[config.mk]
export PLATFORM = sky130hd
export DESIGN_NAME = descRingState
export DESIGN_NICKNAME = d
export VERILOG_FILES = /design/src/rtl/ringPkg.sv /design/src/rtl/ringCtrl.sv /design/src/rtl/ringDatapath.sv /design/src/rtl/descRingState.sv
export SDC_FILE = /design/constraint.sdc
export NUM_CORES = 1
export LEC_CHECK = 0
export CORE_MARGIN = 2
export CORE_UTILIZATION = 55
export CTS_CLUSTER_SIZE = 16
export DETAILED_ROUTE_END_ITERATION = 16
export GPL_ROUTABILITY_DRIVEN = 0
export PLACE_DENSITY = 0.88
export SLEW_MARGIN = 10
export SYNTH_ARGS = -nofsm -noshare
export SYNTH_HDL_FRONTEND = slang
export SYNTH_SLANG_ARGS = --single-unit
[constraint.sdc]
create_clock -name clk -period 6.3 [get_ports clk]
set_input_delay 0.63 -clock clk [delete_from_list [all_inputs] [get_ports clk]]
set_output_delay 0.63 -clock clk [all_outputs]
set_load 0.03 [all_outputs]
[src/rtl/ringPkg.sv]
package ringPkg;

  typedef enum logic [1:0] {
    ENTRY_DESC  = 2'd0,
    ENTRY_CPL   = 2'd1,
    ENTRY_EVENT = 2'd2
  } entryKind_t;

  function automatic int entryBytes(entryKind_t kind);
    case (kind)
      ENTRY_DESC:  return 16;
      ENTRY_CPL:   return 32;
      ENTRY_EVENT: return 32;
      default:     return 16;
    endcase
  endfunction

  localparam logic [7:0] OFS_BASE_LO = 8'h00;
  localparam logic [7:0] OFS_BASE_HI = 8'h04;
  localparam logic [7:0] OFS_LOG     = 8'h08;
  localparam logic [7:0] OFS_INDEX   = 8'h0C;
  localparam logic [7:0] OFS_HEAD    = 8'h10;
  localparam logic [7:0] OFS_TAIL    = 8'h14;

  localparam int ACTIVE_BIT = 31;
  localparam int ARM_BIT    = 31;

  typedef enum logic [2:0] {
    SEL_NONE  = 3'd0,
    SEL_LOG   = 3'd1,
    SEL_INDEX = 3'd2,
    SEL_HEAD  = 3'd3,
    SEL_TAIL  = 3'd4
  } readSel_t;

  typedef struct packed {
    logic     loadBaseLo;
    logic     loadBaseHi;
    logic     loadLog;
    logic     loadIndex;
    logic     loadHead;
    logic     loadTail;
    logic     stepFetch;
    logic     stepWrite;
    logic     readEn;
    readSel_t readSel;
  } ringStrobe_t;

endpackage

[src/rtl/ringCtrl.sv]
module ringCtrl
  import ringPkg::*;
#(
  parameter int REG_AW = 8
) (
  input  logic              wrEn,
  input  logic [REG_AW-1:0] wrAddr,
  input  logic              rdEn,
  input  logic [REG_AW-1:0] rdAddr,
  input  logic              fetchStep,
  input  logic              writeStep,
  input  logic              isEmpty,
  input  logic              isFull,
  output ringStrobe_t       strobe
);

  always_comb begin
    strobe = '0;
    if (wrEn) begin
      case (wrAddr)
        REG_AW'(OFS_BASE_LO): strobe.loadBaseLo = 1'b1;
        REG_AW'(OFS_BASE_HI): strobe.loadBaseHi = 1'b1;
        REG_AW'(OFS_LOG):     strobe.loadLog    = 1'b1;
        REG_AW'(OFS_INDEX):   strobe.loadIndex  = 1'b1;
        REG_AW'(OFS_HEAD):    strobe.loadHead   = 1'b1;
        REG_AW'(OFS_TAIL):    strobe.loadTail   = 1'b1;
        default: ;
      endcase
    end
    strobe.stepFetch = fetchStep & ~isEmpty;
    strobe.stepWrite = writeStep & ~isFull;
    strobe.readEn    = rdEn;
    case (rdAddr)
      REG_AW'(OFS_LOG):   strobe.readSel = SEL_LOG;
      REG_AW'(OFS_INDEX): strobe.readSel = SEL_INDEX;
      REG_AW'(OFS_HEAD):  strobe.readSel = SEL_HEAD;
      REG_AW'(OFS_TAIL):  strobe.readSel = SEL_TAIL;
      default:            strobe.readSel = SEL_NONE;
    endcase
  end

endmodule

[src/rtl/ringDatapath.sv]
module ringDatapath
  import ringPkg::*;
#(
  parameter int DATA_W      = 32,
  parameter int PTR_W       = 16,
  parameter int LOG_W       = 8,
  parameter int ENTRY_BYTES = 16,
  localparam int ADDR_W     = 2 * DATA_W
) (
  input  logic              clk,
  input  logic              rst_n,
  input  ringStrobe_t       strobe,
  input  logic [DATA_W-1:0] wrData,
  output logic              isEmpty,
  output logic              isFull,
  output logic              active,
  output logic              armed,
  output logic [ADDR_W-1:0] fetchAddr,
  output logic [ADDR_W-1:0] writeAddr,
  output logic [DATA_W-1:0] rdData
);

  localparam int NUM_CNT = 2;

  logic [ADDR_W-1:0] baseAddr;
  logic [LOG_W-1:0]  logSize;
  logic [LOG_W-1:0]  targetIndex;
  logic [PTR_W-1:0]  swHead;
  logic [PTR_W-1:0]  swTail;
  logic [PTR_W-1:0]  issuedCnt [NUM_CNT];
  logic [ADDR_W-1:0] slotAddr  [NUM_CNT];

  logic              sizeFits;
  logic [PTR_W-1:0]  ringSize;
  logic [PTR_W-1:0]  slotMask;
  logic [PTR_W-1:0]  fillLevel;
  logic [DATA_W-1:0] readWord;

  always_ff @(posedge clk) begin
    if (!rst_n) begin
      baseAddr    <= '0;
      logSize     <= '0;
      active      <= 1'b0;
      targetIndex <= '0;
      armed       <= 1'b0;
      swHead      <= '0;
      swTail      <= '0;
    end else begin
      if (strobe.loadBaseLo) baseAddr[DATA_W-1:0]      <= wrData;
      if (strobe.loadBaseHi) baseAddr[ADDR_W-1:DATA_W] <= wrData;
      if (strobe.loadLog) begin
        logSize <= wrData[LOG_W-1:0];
        active  <= wrData[ACTIVE_BIT];
      end
      if (strobe.loadIndex) begin
        targetIndex <= wrData[LOG_W-1:0];
        armed       <= armed | wrData[ARM_BIT];
      end
      if (strobe.loadHead) swHead <= wrData[PTR_W-1:0];
      if (strobe.loadTail) swTail <= wrData[PTR_W-1:0];
    end
  end

  // counter 0 follows consumption, counter 1 follows production
  always_ff @(posedge clk) begin
    if (!rst_n) begin
      issuedCnt[0] <= '0;
      issuedCnt[1] <= '0;
    end else begin
      if (strobe.stepFetch) issuedCnt[0] <= issuedCnt[0] + 1'b1;
      if (strobe.stepWrite) issuedCnt[1] <= issuedCnt[1] + 1'b1;
    end
  end

  always_comb begin
    sizeFits  = logSize < LOG_W'(PTR_W);
    ringSize  = PTR_W'(1) << logSize;
    slotMask  = sizeFits ? (ringSize - 1'b1) : '1;
    fillLevel = issuedCnt[1] - swTail;
    isEmpty   = (swHead == issuedCnt[0]);
    isFull    = sizeFits && (fillLevel >= ringSize);
  end

  for (genvar g = 0; g < NUM_CNT; g++) begin : gSlot
    logic [PTR_W-1:0] slotIdx;
    assign slotIdx     = issuedCnt[g] & slotMask;
    assign slotAddr[g] = baseAddr + ADDR_W'(slotIdx) * ADDR_W'(ENTRY_BYTES);
  end

  assign fetchAddr = slotAddr[0];
  assign writeAddr = slotAddr[1];

  always_comb begin
    readWord = '0;
    case (strobe.readSel)
      SEL_LOG: begin
        readWord[LOG_W-1:0]  = logSize;
        readWord[ACTIVE_BIT] = active;
      end
      SEL_INDEX: begin
        readWord[LOG_W-1:0] = targetIndex;
        readWord[ARM_BIT]   = armed;
      end
      SEL_HEAD: readWord[PTR_W-1:0] = swHead;
      SEL_TAIL: readWord[PTR_W-1:0] = swTail;
      default:  readWord = '0;
    endcase
  end

  always_ff @(posedge clk) begin
    if (!rst_n)             rdData <= '0;
    else if (strobe.readEn) rdData <= readWord;
  end

endmodule

[src/rtl/descRingState.sv]
module descRingState
  import ringPkg::*;
#(
  parameter int         DATA_W     = 32,
  parameter int         REG_AW     = 8,
  parameter int         PTR_W      = 16,
  parameter int         LOG_W      = 8,
  parameter entryKind_t ENTRY_KIND = ENTRY_DESC,
  localparam int        ADDR_W     = 2 * DATA_W
) (
  input  logic              clk,
  input  logic              rst_n,
  input  logic              wrEn,
  input  logic [REG_AW-1:0] wrAddr,
  input  logic [DATA_W-1:0] wrData,
  input  logic              rdEn,
  input  logic [REG_AW-1:0] rdAddr,
  output logic [DATA_W-1:0] rdData,
  input  logic              fetchStep,
  input  logic              writeStep,
  output logic              empty,
  output logic              full,
  output logic              active,
  output logic              armed,
  output logic [ADDR_W-1:0] fetchAddr,
  output logic [ADDR_W-1:0] writeAddr
);

  localparam int ENTRY_BYTES = entryBytes(ENTRY_KIND);

  ringStrobe_t strobe;

  ringCtrl #(.REG_AW(REG_AW)) ctrl_i (
    .wrEn      (wrEn),
    .wrAddr    (wrAddr),
    .rdEn      (rdEn),
    .rdAddr    (rdAddr),
    .fetchStep (fetchStep),
    .writeStep (writeStep),
    .isEmpty   (empty),
    .isFull    (full),
    .strobe    (strobe)
  );

  ringDatapath #(
    .DATA_W      (DATA_W),
    .PTR_W       (PTR_W),
    .LOG_W       (LOG_W),
    .ENTRY_BYTES (ENTRY_BYTES)
  ) dp_i (
    .clk       (clk),
    .rst_n     (rst_n),
    .strobe    (strobe),
    .wrData    (wrData),
    .isEmpty   (empty),
    .isFull    (full),
    .active    (active),
    .armed     (armed),
    .fetchAddr (fetchAddr),
    .writeAddr (writeAddr),
    .rdData    (rdData)
  );

endmodule

======== Yosys cells after proc, flatten, opt, wreduce, memory -nomap -nowiden ========
Memory sizes are Yosys's and may differ from the RTL's.
Cells that the tools add are included.
cells by class
  divide/modulo/power cells ............... 0
  multipliers ............................. 0
  shift-type cells ........................ 1
  multiplexer cells ....................... 21
  equal/unequal tests ..................... 14
  $add $sub $neg .......................... 6
  bitwise logic cells ..................... 9
  reduce and logical (&&, ||, !) cells .... 2
  $lt $le $gt $ge ......................... 2
operators by type and width
  operator                 count
  $add A64 B20 Y64         2
  $mux W16                 3
  $add A16 B1 Y16 const B  2
  $and A16 B16 Y16         2
  $eq A8 B4 Y1 const B     4
  $eq A8 B5 Y1 const B     4
  $pmux W8 S4              1
  $eq A16 B16 Y1           1
  $ge A16 B16 Y1           1
  $pmux W8 S2              1
  $shl A1 B8 Y16 const A   1
  $sub A16 B1 Y16 const B  1
  $sub A16 B16 Y16         1
  $mux W1                  13
  $pmux W3 S4              1
  $eq A8 B3 Y1 const B     1
  $logic_not A8 Y1         1
  $lt A8 B5 Y1 const B     1
  $eq A3 B2 Y1 const B     2
  $mux W6                  1
  $eq A3 B1 Y1 const B     1
  $eq A3 B3 Y1 const B     1
  $or A1 B1 Y1             3
  $and A1 B1 Y1            2
  3 further kinds          4
word-level totals
  latch bits .............................. 0
  bits of input ports ..................... 54
  memory bits (read-only) ................. 0
  memory bits (writable) .................. 32
  register bits after elaboration ......... 131
  memories kept ........................... 1
  logic and storage cells ................. 65
memory list
  memory          depth  width  read ports  clocked after Yosys merged registers in  write ports  line                text
  dp_i.issuedCnt  2      16     2           0                                        2            ringDatapath.sv:30  logic [PTR_W-1:0] issuedCnt [NUM_CNT];

======== Longest topological paths before layout ========
Gate-level depths: netlist (run 1).
An unclocked memory read counts as a cell.
  depth in word-level cells ............... 10
  mapped depth ............................ 20
  depth with buffers taken out ............ 17

======== By module ========
From an unflattened synthesis (run 1), not the netlist that was laid out.
second synthesis, totals
  cells, all modules ...................... 1474
  area total of the unflattened synthesis .. 12323.1 um^2
modules (own cells, without submodules)
  module        area an instance (um^2)  times used  seq. area each (um^2)  cells an instance
  ringDatapath  12167.9                  1           3583.4                 1450
  ringCtrl      155.1                    1           0.0                    24

======== Worst setup path before layout (run 1) ========
No wires, ideal clock.
  path type ............................... flip-flop to output port
  start point ............................. reg dp_i.logSize[6]
  end point ............................... out fetchAddr[19]
  buffers on the path ..................... 1
  arrival time ............................ 5.204 ns
  slack ................................... 0.466 ns
  stages on the path, launching flop included .. 17
  cell sequence ........................... dfxtp_1 nor4_1 nand2_1 or3_1 ha_1 clkbuf_1 nand2_1 o21ai_0 nand3_1 nand3_1 and2_1 ha_1 a211o_1 o2111a_1 o211ai_1 nand2b_1 a2111oi_0
on the way
  longest elaborated chain between the ends .. 5
  elaborated cells between the ends (all ways) .. 6
  classes of those cells .................. add/sub: 2; order compare: 1; shift: 1; mux: 1; bitwise: 1
ends and longest elaborated chain
  element                 line                 text
  from (decl)             ringDatapath.sv:26   logic [LOG_W-1:0] logSize;
  from (signal assigned)  ringDatapath.sv:52   logSize <= wrData[LOG_W-1:0];
  $shl A1 B8 Y16          ringDatapath.sv:77   ringSize = PTR_W'(1) << logSize;
  $sub A16 B1 Y16         ringDatapath.sv:78   slotMask = sizeFits ? (ringSize - 1'b1) : '1;
  $mux W16 *              ringDatapath.sv:78
  $and A16 B16 Y16 *      ringDatapath.sv:86   assign slotIdx = issuedCnt[g] & slotMask;
  $add A64 B20 Y64 *      ringDatapath.sv:87   assign slotAddr[g] = baseAddr + ADDR_W'(slotIdx) * ADDR_W'(ENTRY_BYTES);
  to (decl)               descRingState.sv:25  output logic [ADDR_W-1:0] fetchAddr,
Every way passes the cells marked *; elsewhere a longest branch is shown, timed or not.

======== Worst setup path in the final report (run 1) ========
  start point ............................. reg dp_i.logSize[6]
  end point ............................... out fetchAddr[27]
Same word-level chain as after synthesis.

==> results of run 1 <==
-- path summary, 6_finish.rpt --
| kind | to | slack [ns] | cells past startpoint |
|---|---|---|---|
| worst max-delay path | fetchAddr[27] | 0.21 | 17 |
| worst max register to register | dp_i.issuedCnt[0][18] | 1.18 | 18 |
| worst min-delay path | dp_i.swHead[12] | 0.49 | 2 |
| worst min register to register | dp_i.swHead[12] | 0.49 | 2 |
-- metrics by stage --
step                cell area, um^2  total power, mW
floorplan                     12800             2.13
global placement              14700             2.42
detailed placement            14700             2.48
CTS                           15300             3.52
global route                  15300             3.72
finish                        15300             3.55
-- power breakdown --
group | leakage, nW | total [mW] | internal [mW] | switching, mW
Clock | 0.284 | 1.05 | 0.569 | 0.477
Combinational | 4.72 | 1.19 | 0.509 | 0.683
Sequential | 1.40 | 1.32 | 1.16 | 0.151
-- logic make-up after synthesis --
kind of cell / after synthesis / synth area share, %
buffers and inverters: 165 / 5.87
other: 1 / 0.0295
adder cells (fa/ha/maj): 69 / 6.97
multiplexers: 34 / 2.68
flip-flops: 163 / 28.2
AO/OA/AOI/OAI: 378 / 20.2
XOR/XNOR: 172 / 11.9
AND/OR/NAND/NOR: 615 / 24.2
-- cell type report --
class,instances,area [um^2]
timing repair buffer,225,2200
clock buffer,19,443
multi-input combinational,1283,8480
inverter,40,150
sequential,163,3580
tap,285,357
fill,1757,7290
clock inverter,13,133
-- worst min-delay path: cells and delay by family (launching register included) --
kind	cells	cell delay, ns
AOI/OAI and AO/OA	1	0.05
and+or+nand+nor	1	0.06
DFF	1	0.34
-- routing by layer --
metal,wire length (um),up-vias
met3,5170,207
met1,15600,5918
met4,2580,0
met2,18300,925
met5,0,-
li1,-,5808
-- cell usage after synthesis, types with 5 or more instances --
cell type	count
a211oi_1	19
a21boi_0	65
a21boi_1	21
a21o_1	18
a21oi_1	104
a221oi_1	7
a22o_1	7
a22oi_1	13
a31oi_1	8
and2_1	28
and3_1	30
and4_1	7
buf_2	23
buf_4	26
clkbuf_1	75
dfxtp_1	131
edfxtp_1	32
ha_1	66
inv_1	40
mux2i_1	34
nand2_1	282
nand2b_1	15
nand3_1	43
nand3b_1	9
nand4_1	25
nor2_1	63
nor2b_1	61
nor3_1	11
nor4_1	12
o2111ai_1	6
o211a_1	11
o211ai_1	17
o21a_1	13
o21ai_0	29
o21bai_1	7
o22ai_1	6
or2_2	5
xnor2_1	90
xor2_1	82
-- timing repair --
action	4_1_cts	5_1_grt
setup buffers	1	0
hold buffers	0	0
gates resized for setup	0	13
pin swaps	1	0
endpoints found under the setup margin	11	48
-- sequential cells by signal, indices dropped and copies added (netlist names), 8 cells and up --
name	flops
dp_i.logSize	8
dp_i.issuedCnt	32
dp_i.swTail	16
dp_i.swHead	16
dp_i.baseAddr	64
dp_i.rdData	17
dp_i.targetIndex	8
==> flow_summary.ini, run 1 <==
[run_status]
status = finished clean

[die]
die_h_um = 156
initial_utilization_pct = 56.1
num_rows = 55
fp.dieArea_um2 = 24300
core_um2 = 22600
die_x_um = 156
num_io_pins = 218

[clock_network]
clock-sinks = 163
cts_buffers = 17
clkTransAtPathRegs_ns = 0.07
clk_latency_ns = 0.44
cts_tree = done
clockBufferDepth = 2
cts_max_level = 4
root_buffer = clkbuf_16

[timing]
tightestPinTransition_ns = 1.21
grt_setup_unrepaired = no
max_freq_ghz = 0.164
setup_viol = 0
fin_setup_tns_ns = 0
period_minus_slack_ns = 6.09
whs_ns = 0.486
setup_ws_ns = 0.207
skew_ns = 0.0115
final.period_utilization_pct = 96.7
maxSlewViolCount = 0
slew_headroom_pct = 18.9
hold_viol = 0

[global_routing]
antenna_found_initial = 1
grtUsageMet3_pct = 7.33
grtUsageMet2_pct = 53.5
grt_pass1_wl_um = 64300
gr-total-overflow = 0
track_usage_pct = 33.4
grt-busiest-layer = met2
grt_pass1_vias = 12000
use_met1_pct = 41.9
grt_max_degree = 127

[logic_synthesis]
ys_types = 71
synth-seq-area-share_pct = 28.2
synth.avg_cell_area_um2 = 7.96
synthTopCellsByArea = dfxtp_1 (21%), nand2_1 (8.3%), edfxtp_1 (7.6%)
synth_edf_count = 32
yosysTopAreaCellShare_pct = 20.6
async_reset_ff_share_pct = 0
yosys_warnings = 0
ys_ff_latch = 163
synth_top_cell_by_area = dfxtp_1
ys.flop_type = dfxtp_1
netlist_area_um2 = 12700
syn_inst = 1597

[cells_and_area]
final_common_cell = nand2_1
area_growth_pct = 20.7
layout_common_cells = nand2_1 (282), clkdlybuf4s50_1 (162), dfxtp_1 (131), a21oi_1 (103), xnor2_1 (90)
fin_nets = 1853
final_core_util_pct = 67.8
final_cells = 2028
diodes = 0
drive_gt1_share_pct = 6.54

[critical_path]
slowest_delay_ns = 0.72
rr_startpoint = dp_i.issuedCnt[0][16]
startpoint_type = flop
path_cells = or4_1, nor2_2, nand2_1, ha_1, or2_2, a21oi_1, nor2_1, nor2b_1, ha_1, a21o_1, a221oi_1, nor2_1, a31oi_1, buf_4, a21boi_0, xor2_1, clkdlybuf4s50_1
arrival_ns = 5.46
required_ns = 5.67
criticalPathCategory = flop to output pin
slowest_stage = clkdlybuf4s50_1
path_buf_inv = 2
cp-startpoint = dp_i.logSize[6]
worst-path-max-fanout = 12
crit_path_end_kind = output pin
path_delay_family = simple AND/OR/NAND/NOR gates

[power]
leakage_nw = 6.40
power_density_nw_per_um2 = 232
vdd_drop_max_uv = 250

[routing]
first_pass_iters = 7
drc = 0
ant_nets = 0
vias_per_cell = 6.34
wl_per_cell_um = 20.5
routed_wl_um = 41600
num_vias = 12900
drtIter0Drc = 1346

[min_path]
holdCritStartpoint = dp_i.swHead[12]
min_path_type = flop to flop

[place]
post-place-ws_ns = 0.411
dp_hpwl_um = 30800
port_buffers = 202
dp_cells = 1995

[flow_run]
cap_violations = 0
(Power assumes the default switching activity.)
==> run 2: changes to the inputs <==
- CAP_MARGIN: default -> 40
==> run 2 against run 1 <==
  * Cell area grew 0.62%
  * Register-to-register slack lost 0.05 ns
  * Clock skew is essentially flat
  * Power shrank 0.44%
  * Critical path type unchanged
  * Largest power group unchanged
  * Highest routed layer unchanged
==> flow_summary.ini, run 2 (synthesis gave the netlist of run 1 again) <==
[cells_and_area]
area_growth_pct = 21.5
largest_reg_flops = 64
final_core_util_pct = 68.2
multi_input_area_um2 = 8490
nFillCells = 1750
regMostFlops = dp_i.baseAddr
fin_nets = 1858
reg_top3 = dp_i.baseAddr (64), dp_i.issuedCnt (32), dp_i.rdData (17)
final_common_cell = nand2_1
fin_area_um2 = 15400
drive_gt1_share_pct = 6.81
layout_common_cells = nand2_1 (282), clkdlybuf4s50_1 (159), dfxtp_1 (131), a21oi_1 (104), xnor2_1 (90)
final_cells = 2034
seq_area_um2 = 3580

[die]
num_io_pins = 218
die_x_um = 156
fp.dieArea_um2 = 24300
num_rows = 55
die_h_um = 156
initial_utilization_pct = 56.1
core_um2 = 22600

[power]
leakage_nw = 6.49
clkPwrFrac_pct = 29.2
total_power_mw = 3.54
vdd_drop_max_uv = 267
seqPwrFrac_pct = 37.1
p_sw_mw = 1.29
p_int_mw = 2.25
p_comb_share_pct = 33.7
power_density_nw_per_um2 = 229
p_sw_share_pct = 36.4

[min_path]
holdCritStartpoint = dp_i.baseAddr[0]
min_path_type = flop to flop

[critical_path]
slowest_delay_ns = 0.69
criticalPathCategory = flop to output pin
startpoint_type = flop
path_cells = or4_1, nor2_2, nand2_1, ha_1, or2_2, o21ai_0, a22o_1, a21oi_1, nor2b_1, ha_1, a21o_1, a21o_1, a211oi_1, o211ai_1, buf_4, nand2b_1, xnor2_1, clkdlybuf4s50_1
arrival_ns = 5.52
crit_path_end_kind = output pin
cp-startpoint = dp_i.logSize[6]
path_delay_family = simple AND/OR/NAND/NOR gates
required_ns = 5.67
worst-path-max-fanout = 12
slowest_stage = clkdlybuf4s50_1
path_buf_inv = 2
rr_startpoint = dp_i.issuedCnt[0][16]

[routing]
routed_wl_um = 42000
ant_nets = 0
wl_per_cell_um = 20.7
num_vias = 12900
drc = 0
first_pass_iters = 8
vias_per_cell = 6.35
drtIter0Drc = 1390

[timing]
setup_viol = 0
skew_ns = 0.0120
period_minus_slack_ns = 6.15
grt_setup_unrepaired = no
slew_headroom_pct = 37.8
final.period_utilization_pct = 97.7
setup_ws_ns = 0.146
max_freq_ghz = 0.163
fin_setup_tns_ns = 0
whs_ns = 0.484
tightestPinTransition_ns = 0.929
maxSlewViolCount = 0
hold_viol = 0

[clock_network]
cts_max_level = 4
clockBufferDepth = 2
clock-sinks = 163
postCtsSetupBuffers = 0
cts_tree = done
clkTransAtPathRegs_ns = 0.06
cts_buffers = 17
root_buffer = clkbuf_16
clk_latency_ns = 0.43

[flow_run]
cap_violations = 0

[global_routing]
grt_max_degree = 90
grt_pass1_vias = 12100
antenna_found_initial = 1
track_usage_pct = 33.5
grt_pass1_wl_um = 64900
gr-total-overflow = 0

[place]
dp_hpwl_um = 31000
post-place-ws_ns = 0.530
port_buffers = 202
place_area_um2 = 14800
dp_cells = 2001

[run_status]
status = finished clean
==> run 2: cell types whose count changed in the layout (fill, tap and decap cells not counted), moves of 2 or more <==
cell             previous run  this run
dlymetal6s2s_1              8        11
clkdlybuf4s50_1           162       159
inv_6                       7         4
buf_8                       0         2
==> run 2: worst min-delay path: stages, from the launching register on <==
cell      delay, ns
dfxtp_1        0.32
nand2_1        0.05
a21boi_0       0.06
==> run 2: what timing repair did <==
item	in CTS	in global routing
endpoints found under the hold margin	0	0
gates resized for setup	0	17
hold buffers	0	0
setup endpoints to repair	0	26
==> run 2: final cells by class <==
| cell class | instances | area share, % |
|---|---|---|
| diodes | 1 | 0.0162 |
| clock buffers | 20 | 2.96 |
| clock inverters | 12 | 0.786 |
| inverters | 40 | 0.972 |
| multi-input cells | 1283 | 55.0 |
| flip-flops and latches | 163 | 23.2 |
| well taps | 285 | 2.31 |
| repair buffers | 230 | 14.8 |
==> run 2: final timing paths <==
check | end | slack, ns | depth (start not counted)
worst min register to register | dp_i.baseAddr[0] | 0.48 | 2
worst max register to register | dp_i.issuedCnt[0][22] | 1.13 | 18
worst max-delay path | writeAddr[61] | 0.15 | 18
worst min-delay path | dp_i.baseAddr[0] | 0.48 | 2
==> run 2: power by group through the flow <==
stage	sequential, mW	combinational [mW]	clock [mW]
2_1_floorplan	1.26	0.876	0
3_3_place_gp	1.32	1.10	0
3_5_place_dp	1.33	1.16	0
4_1_cts	1.30	1.17	1.04
5_1_grt	1.31	1.32	1.08
6_report	1.31	1.19	1.03
==> run 2: layer usage <==
| layer | vias up | routed length [um] | part of all wire, % | GRT usage, % |
|---|---|---|---|---|
| li1 | 5830 | - | - | - |
| met1 | 5956 | 16100 | 38 | 42.3 |
| met2 | 911 | 18900 | 45 | 54.5 |
| met3 | 213 | 4650 | 11 | 6.50 |
| met4 | 0 | 2470 | 5.9 | 17.5 |
| met5 | - | 0 | 0 | 0 |
